--- config.mk ---
export PLATFORM = sky130hd
export DESIGN_NAME = can_pin_frontend
export DESIGN_NICKNAME = d
export VERILOG_FILES = /design/src/rtl/canfe_pkg.sv /design/src/rtl/canfe_cfg_reg.sv /design/src/rtl/canfe_sync.sv /design/src/rtl/canfe_wake_det.sv /design/src/rtl/can_pin_frontend.sv
export SDC_FILE = /design/constraint.sdc
export NUM_CORES = 1
export LEC_CHECK = 0
export BUFFER_PORTS_ARGS = -buffer_cell sky130_fd_sc_hd__buf_2
export CAP_MARGIN = 20
export CORE_MARGIN = 2
export CORE_UTILIZATION = 42
export DETAILED_ROUTE_END_ITERATION = 16
export GPL_TIMING_DRIVEN = 0
export PLACE_DENSITY = 0.74
export SETUP_SLACK_MARGIN = 0.15
export SLEW_MARGIN = 20
export SYNTH_ARGS = -nofsm -noshare
export SYNTH_HDL_FRONTEND = slang
export SYNTH_SLANG_ARGS = --single-unit
--- constraint.sdc ---
create_clock -name clk -period 1.5 [get_ports clk]
set_input_delay 0 -clock clk [delete_from_list [all_inputs] [get_ports clk]]
set_output_delay 0 -clock clk [all_outputs]
set_load 0.02 [all_outputs]
--- src/rtl/canfe_pkg.sv ---
// Package: shared field layout of the front-end configuration register.
// Assumes the register is at least three bits wide; higher bits are unused.
package canfe_pkg;
    localparam int FLD_W = 3;

    // Field order (msb first) fixes the bit positions: loop=2, wfilt=1, clksel=0.
    typedef struct packed {
        logic loop;
        logic wfilt;
        logic clksel;
    } canfe_cfg_t;
endpackage

--- src/rtl/canfe_cfg_reg.sv ---
// Module: configuration register with a soft-reset write lock.
// Assumes wr_en and soft_rst are synchronous to clk. Resets to all zeros.
module canfe_cfg_reg
    import canfe_pkg::*;
#(
    parameter int REG_W = 8
) (
    input  logic             clk,
    input  logic             rst_n,
    input  logic             wr_en,
    input  logic [REG_W-1:0] wdata,
    input  logic             soft_rst,
    output canfe_cfg_t       cfg,
    output logic [REG_W-1:0] rdata
);
    localparam int PAD_W = REG_W - FLD_W;

    canfe_cfg_t cfg_q;

    // Purpose: accept a write only while the controller is in soft reset.
    always_ff @(posedge clk) begin
        if (!rst_n)
            cfg_q <= '0;
        else if (wr_en && soft_rst)
            cfg_q <= canfe_cfg_t'(wdata[FLD_W-1:0]);
    end

    // Purpose: read view, zero-padded above the defined fields.
    always_comb begin
        rdata = {{PAD_W{1'b0}}, cfg_q};
    end

    assign cfg = cfg_q;

    AST_CFG_LOCKED: assert property (@(posedge clk) disable iff (!rst_n)
        !soft_rst |=> $stable(cfg_q));
endmodule

--- src/rtl/canfe_sync.sv ---
// Module: multi-stage synchronizer for the asynchronous receive pin.
// Assumes the idle bus level is recessive, so every stage resets to 1.
module canfe_sync #(
    parameter int STAGES = 2
) (
    input  logic clk,
    input  logic rst_n,
    input  logic d,
    output logic q
);
    logic [STAGES-1:0] chain_q;

    // Purpose: shift the pin level through the flop chain.
    always_ff @(posedge clk) begin
        if (!rst_n)
            chain_q <= '1;
        else
            chain_q <= {chain_q[STAGES-2:0], d};
    end

    assign q = chain_q[STAGES-1];
endmodule

--- src/rtl/canfe_wake_det.sv ---
// Module: wake-up detector with two modes, either a raw falling edge or a
// dominant level held for MIN_PULSE cycles. It works on the synchronized line
// and is active only in sleep. Assumes MIN_PULSE >= 2.
module canfe_wake_det #(
    parameter int MIN_PULSE = 16
) (
    input  logic clk,
    input  logic rst_n,
    input  logic rx_s,
    input  logic sleep,
    input  logic filt_en,
    output logic wake
);
    localparam int CNT_W = $clog2(MIN_PULSE + 1);
    localparam logic [CNT_W-1:0] CNT_LAST = CNT_W'(MIN_PULSE - 1);
    localparam logic [CNT_W-1:0] CNT_FULL = CNT_W'(MIN_PULSE);

    logic             rx_prev_q;
    logic [CNT_W-1:0] cnt_q;
    logic             wake_q;
    logic             edge_hit;
    logic             pulse_hit;

    // Purpose: remember the previous line level for edge detection.
    always_ff @(posedge clk) begin
        if (!rst_n)
            rx_prev_q <= 1'b1;
        else
            rx_prev_q <= rx_s;
    end

    // Purpose: count consecutive dominant cycles; saturate at the threshold.
    always_ff @(posedge clk) begin
        if (!rst_n || !sleep || !filt_en || rx_s)
            cnt_q <= '0;
        else if (cnt_q != CNT_FULL)
            cnt_q <= cnt_q + 1'b1;
    end

    // Purpose: decode a trigger in either mode.
    always_comb begin
        edge_hit  = rx_prev_q && !rx_s;
        pulse_hit = !rx_s && (cnt_q == CNT_LAST);
    end

    // Purpose: register a single-cycle wake request.
    always_ff @(posedge clk) begin
        if (!rst_n)
            wake_q <= 1'b0;
        else
            wake_q <= sleep && (filt_en ? pulse_hit : edge_hit);
    end

    assign wake = wake_q;

    AST_WAKE_SINGLE: assert property (@(posedge clk) disable iff (!rst_n)
        wake_q |=> !wake_q);
    AST_WAKE_IN_SLEEP: assert property (@(posedge clk) disable iff (!rst_n)
        wake_q |-> $past(sleep));
    AST_CNT_BOUND: assert property (@(posedge clk) disable iff (!rst_n)
        cnt_q <= CNT_FULL);
    AST_CNT_CLEARED: assert property (@(posedge clk) disable iff (!rst_n)
        !$past(sleep) |-> cnt_q == '0);
endmodule

--- src/rtl/can_pin_frontend.sv ---
// Module: top of the CAN pin-side front end. It steers the loopback path,
// synchronizes the receive pin, detects wake-up and exports the clock select.
// Assumes every input except pin_rx is synchronous to clk. No clock muxing here.
module can_pin_frontend
    import canfe_pkg::*;
#(
    parameter int REG_W       = 8,
    parameter int MIN_PULSE   = 16,
    parameter int SYNC_STAGES = 2
) (
    input  logic             clk,
    input  logic             rst_n,
    input  logic             reg_wr,
    input  logic [REG_W-1:0] reg_wdata,
    output logic [REG_W-1:0] reg_rdata,
    input  logic             soft_rst,
    input  logic             eng_tx,
    output logic             eng_rx,
    output logic             pin_tx,
    input  logic             pin_rx,
    input  logic             sleep,
    output logic             wake_o,
    output logic             clk_sel_o
);
    canfe_cfg_t cfg;
    logic       rx_sync;

    canfe_cfg_reg #(.REG_W(REG_W)) i_cfg (
        .clk      (clk),
        .rst_n    (rst_n),
        .wr_en    (reg_wr),
        .wdata    (reg_wdata),
        .soft_rst (soft_rst),
        .cfg      (cfg),
        .rdata    (reg_rdata)
    );

    canfe_sync #(.STAGES(SYNC_STAGES)) i_sync (
        .clk   (clk),
        .rst_n (rst_n),
        .d     (pin_rx),
        .q     (rx_sync)
    );

    canfe_wake_det #(.MIN_PULSE(MIN_PULSE)) i_wake (
        .clk     (clk),
        .rst_n   (rst_n),
        .rx_s    (rx_sync),
        .sleep   (sleep),
        .filt_en (cfg.wfilt),
        .wake    (wake_o)
    );

    // Purpose: route the bit streams for loopback or normal operation.
    always_comb begin
        if (cfg.loop) begin
            eng_rx = eng_tx;
            pin_tx = 1'b1;
        end else begin
            eng_rx = rx_sync;
            pin_tx = eng_tx;
        end
    end

    assign clk_sel_o = cfg.clksel;

    AST_WAKE_AFTER_DOM: assert property (@(posedge clk) disable iff (!rst_n)
        wake_o |-> !$past(rx_sync));
    AST_CLKSEL_LOCKED: assert property (@(posedge clk) disable iff (!rst_n)
        !soft_rst |=> $stable(clk_sel_o));
endmodule

## Word-level counts from Yosys, hierarchy flattened

Cells that the tools add are included.

| cells by class | value |
|---|---|
| add/subtract/negate cells | 1 |
| reductions and logical operators | 11 |
| eq/ne operators | 2 |
| muxes and demuxes | 3 |

Operator list:

| kind | count |
|---|---|
| 5-bit by 1-bit adder with 5-bit output, second input constant | 1 |
| 5-bit by 4-bit equality test with 1-bit output, second input constant | 1 |
| 5-bit != test, second input constant | 1 |
| 1-bit logical AND | 4 |
| 1-bit logical NOT | 4 |
| 1-bit logical OR | 3 |
| 1-bit two-way mux | 3 |

| word-level totals | value |
|---|---|
| output and inout bits | 12 |
| bits of input ports | 15 |
| bits in registers | 12 |
| logic and storage cells | 24 |

## Logic depth before layout (Yosys ltp)

| depth | value |
|---|---|
| depth in word-level cells | 4 |
| depth in mapped cells | 5 |

## Hierarchy

From an unflattened synthesis, not the netlist that was laid out.

| second synthesis, totals | value |
|---|---|
| cell total of the unflattened synthesis | 59 |
| area, all modules | 579.3 um2 |

By module, submodules not included:

| module | area each (um2) | seq. area each (um2) | cells an instance | instances |
|---|---|---|---|---|
| canfe_wake_det | 316.6 | 140.1 | 31 | 1 |
| canfe_cfg_reg | 188.9 | 60.1 | 22 | 1 |
| canfe_sync | 52.6 | 40.0 | 4 | 1 |
| can_pin_frontend | 21.3 | 0.0 | 2 | 1 |

## Worst setup path after synthesis

No wires, ideal clock.

| timing | value |
|---|---|
| kind | register -> register |
| start point | reg i_wake.cnt_q[0] |
| end point | reg i_wake.wake_q, in the netlist i_wake.wake |
| data arrival time | 1.048 ns |
| library setup time | 0.118 ns |
| clock period less this slack | 1.166 ns |
| stages on the path, launching flop included | 6 |
| setup slack | 0.334 ns |
| path through | dfxtp_1 ha_1 and3_2 ha_1 mux2i_1 nor3b_1 |

| on the way | value |
|---|---|
| cells in the longest elaborated chain, start to end | 4 |

RTL lines:

| element | RTL line | text |
|---|---|---|
| from (decl) | canfe_wake_det.sv:19 | `logic [CNT_W-1:0] cnt_q;` |
| from (signal assigned) | canfe_wake_det.sv:37 | `cnt_q <= cnt_q + 1'b1;` |
| 5-bit by 4-bit equality test with 1-bit output | canfe_wake_det.sv:43 | `pulse_hit = !rx_s && (cnt_q == CNT_LAST);` |
| 1-bit logical AND | canfe_wake_det.sv:43 |  |
| 1-bit two-way mux | canfe_wake_det.sv:51 | `wake_q <= sleep && (filt_en ? pulse_hit : edge_hit);` |
| 1-bit logical AND | canfe_wake_det.sv:51 |  |
| to (signal assigned) | canfe_wake_det.sv:51 |  |
| to (decl) | canfe_wake_det.sv:20 | `logic wake_q;` |

Every way passes these cells.
A chain may end at the register's enable or synchronous reset.

## Final worst setup path

| timing | value |
|---|---|
| start point | reg i_wake.cnt_q[1] |
| end point | reg i_wake.wake_q, in the netlist i_wake.wake |

The elaborated chain is that of the path after synthesis.

==> impl_results.md <==
* Placed instance count at 92
* FF+latch area at 240 um2
* Worst setup SP type: register
* Synthesized cell area at about 550 um2
* Nets at 104
* Routed Antenna Nets at 0
* Layout Area Growth over Synthesis at 32.0%
* Multi-input combinational cell area at approximately 260 um2
* Gate Count Post-Synth at 57
* Clock Path Buffers at 2
* Die Area at 1620 um2
* Clock sink count at 12
* Final setup violation count at 0
* Mapped Avg Cell Area at between 9 and 10 um2
* Setup TNS at 0 ps
* Design area at between 700 and 800 um2
* Fmax at 800 MHz
* Clock transition time at the flip-flop clock pins of the worst setup and hold paths at 70 ps
* Synth unique cells at 21
* RSZ-0062 raised after global routing: false
* Post-CTS Resized at 0
* Postcts setup bufs at 0
* Flop pwr share at 0.547
* Synth area leader: dfxtp_1
* DRC Markers at 0
* Gr ovfl total at 0
* Worst EP required at 1680 ps
* FP Rows at 13
* Crit-path max FO at 4
* Clock Power Share at 0.315
* Core area at around 1300 um2
* Final GP Congestion at around 0.69
* # diodes at 0
* Post-layout min period at 1250 ps
* Sw frac at 0.237
* Final slew viol count at 0
* Pint at ~0.00046 W
* Die width at 40.2 um
* Initial DRC Count at 6
* Psw at roughly 0.00014 W
* Initial antenna violation count at 0
* Initial DRT Pass Iterations at 4
* Flops & latches, synth at 12
* Ratio of cells with drive above 1 in the final layout at 0.357
* Die Y-Extent at a little over 40 um
* Register area share after synthesis at 0.436
* I/O pin cnt at 27
* Via density at 4.62
* Crit Path Category: reg -> reg
* Run status: finished, final reports clean
* Num CTS Buffers at 3
* CTS root buf: clkbuf_4
* Initial Utilization at 0.434
* Largest net degree at the start of global routing at 8
* Yosys Warn Count at 0
* Detailed-placement wirelength estimate at 757 um
* PD cells at around 830 nW/um2
* Placed inst area at 664 um2
* Final wirelength at 942 um
* Cell Count, Final, Fillers Out at 99
* Overall Global Routing Usage at 0.130
* Crit path DAT at 1430 ps
* Final Hold Viols at 0
* Clock skew at 0.600 ps
* Tcrit/Tclk final at 0.834
* Synth top area cells: dfxtp_1, buf_4, ha_1, a21boi_0, mux2i_1
* Post-synth top area share at 0.436
* Core Util, Final at 0.573
* Pleak at 0.326 nW
* Clock network latency to the later pin of the worst-skew pair at 260 ps
* Combinational Power Share at 0.138
* CTS tree: yes
* Global-route wire length before repair at approximately 1.3 mm
* HP Class: in -> reg
* Port bufs at 16
* Number of global-route vias before repair at 342
* Total of max-cap violations at 0
* DR vias at 457
* Worst vdd ir at 504 uV
* WL/cell at about 9.5 um
* Layout fillers at 115
* CP endpoint kind: register
* H-tree depth at 1
## worst max-delay path: stages, from the launching register on
cell and delay, ps:
dfxtp_1 370, ha_1 190, and3_2 180, ha_1 140, mux2i_1 70, nor3b_1 210
## power groups by stage
stage                     combinational [W]  clock, W  sequential (W)
after floorplan                   0.0000463         0        0.000341
after global placement            0.0000740         0        0.000337
after detailed placement          0.0000753         0        0.000338
after CTS                         0.0000831  0.000195        0.000330
after global routing              0.0000900  0.000211        0.000331
final                             0.0000833  0.000190        0.000330
## cell type report
| type | instances | share of cell area |
|---|---|---|
| Multi-Input combinational cell | 38 | 0.355 |
| Sequential cell | 12 | 0.330 |
| Timing Repair Buffer | 20 | 0.165 |
| Buffer | 7 | 0.0723 |
| Clock buffer | 3 | 0.0310 |
| Tap cell | 15 | 0.0258 |
| Inverter | 4 | 0.0207 |
## worst paths after layout
kind	from	end	slack, ps	cells after the start
hold reg to reg	i_sync.chain_q[0]	i_sync.chain_q[1]	410	1
setup / recovery	i_wake.cnt_q[1]	i_wake.wake	250	5
hold / removal	reg_wdata[2]	i_cfg.cfg[2]	8	3
setup reg to reg	i_wake.cnt_q[1]	i_wake.wake	250	5
## layout by cell type, fill, tap and decap left out, drive strengths merged
cell type    netlist  final
dfxtp             12     12
buf                7     23
inv                4      4
and4bb             1      1
nand4b             1      1
nor3b              1      1
clkbuf             0      3
xnor2              2      2
mux2i              2      2
conb               1      5
ha                 3      3
xor2               1      1
dlygate4sd3        0      4
nand3              4      4
or2                1      1
a21oi              1      1
mux2               1      1
nand2              4      4
nand2b             3      3
a21boi             3      3
nor2               3      3
and3               1      1
nor3               1      1
## stage by stage
stage          hold WS, ps  worst slack (ps)  power (W)
2_1_floorplan         73.0               334   0.000387
4_1_cts             0.0365               217   0.000608
6_report              8.12               249   0.000603
3_3_place_gp           184               282   0.000411
5_1_grt               6.04               181   0.000632
3_5_place_dp           187               233   0.000413
## flip-flops by register name, summed over array words and instances, names as in the netlist
name	count
i_wake.cnt_q	5
i_wake.rx_prev_q	1
i_wake.wake	1
i_sync.chain_q	2
i_cfg.cfg	3
## cell families after synthesis
group / after synthesis / share of synthesized area
AND/OR/NAND/NOR: 20 / 0.211
flip-flops: 12 / 0.436
buffers and inverters: 11 / 0.123
AO/OA/AOI/OAI: 4 / 0.0500
adder cells (fa/ha/maj): 3 / 0.0682
XOR/XNOR: 3 / 0.0477
multiplexers: 3 / 0.0568
other: 1 / 0.00681
## routing by layer
| metal | vias to the layer above | routed length (um) | track usage |
|---|---|---|---|
| met4 | 0 | 19 | 0.100 |
| li1 | 232 | - | - |
| met2 | 11 | 462 | 0.214 |
| met5 | - | 0 | 0 |
| met3 | 2 | 40 | 0.0333 |
| met1 | 212 | 419 | 0.140 |
## Yosys cell counts
cell,n
nor2_1,3
nor3b_1,1
xor2_1,1
and3_2,1
dfxtp_1,12
nand4b_1,1
mux2_2,1
or2_2,1
buf_4,7
a21boi_0,3
mux2i_1,2
nand3_1,4
nand2_1,4
nand2b_1,3
inv_1,4
and4bb_4,1
ha_1,3
conb_1,1
xnor2_1,2
nor3_1,1
a21oi_1,1
## repair_timing
item | CTS | global route
hold buffers | 4 | 0
setup endpoints to repair | 0 | 0
hold endpoints to repair | 4 | 0
Note: power is estimated with default switching activity, not from simulation.
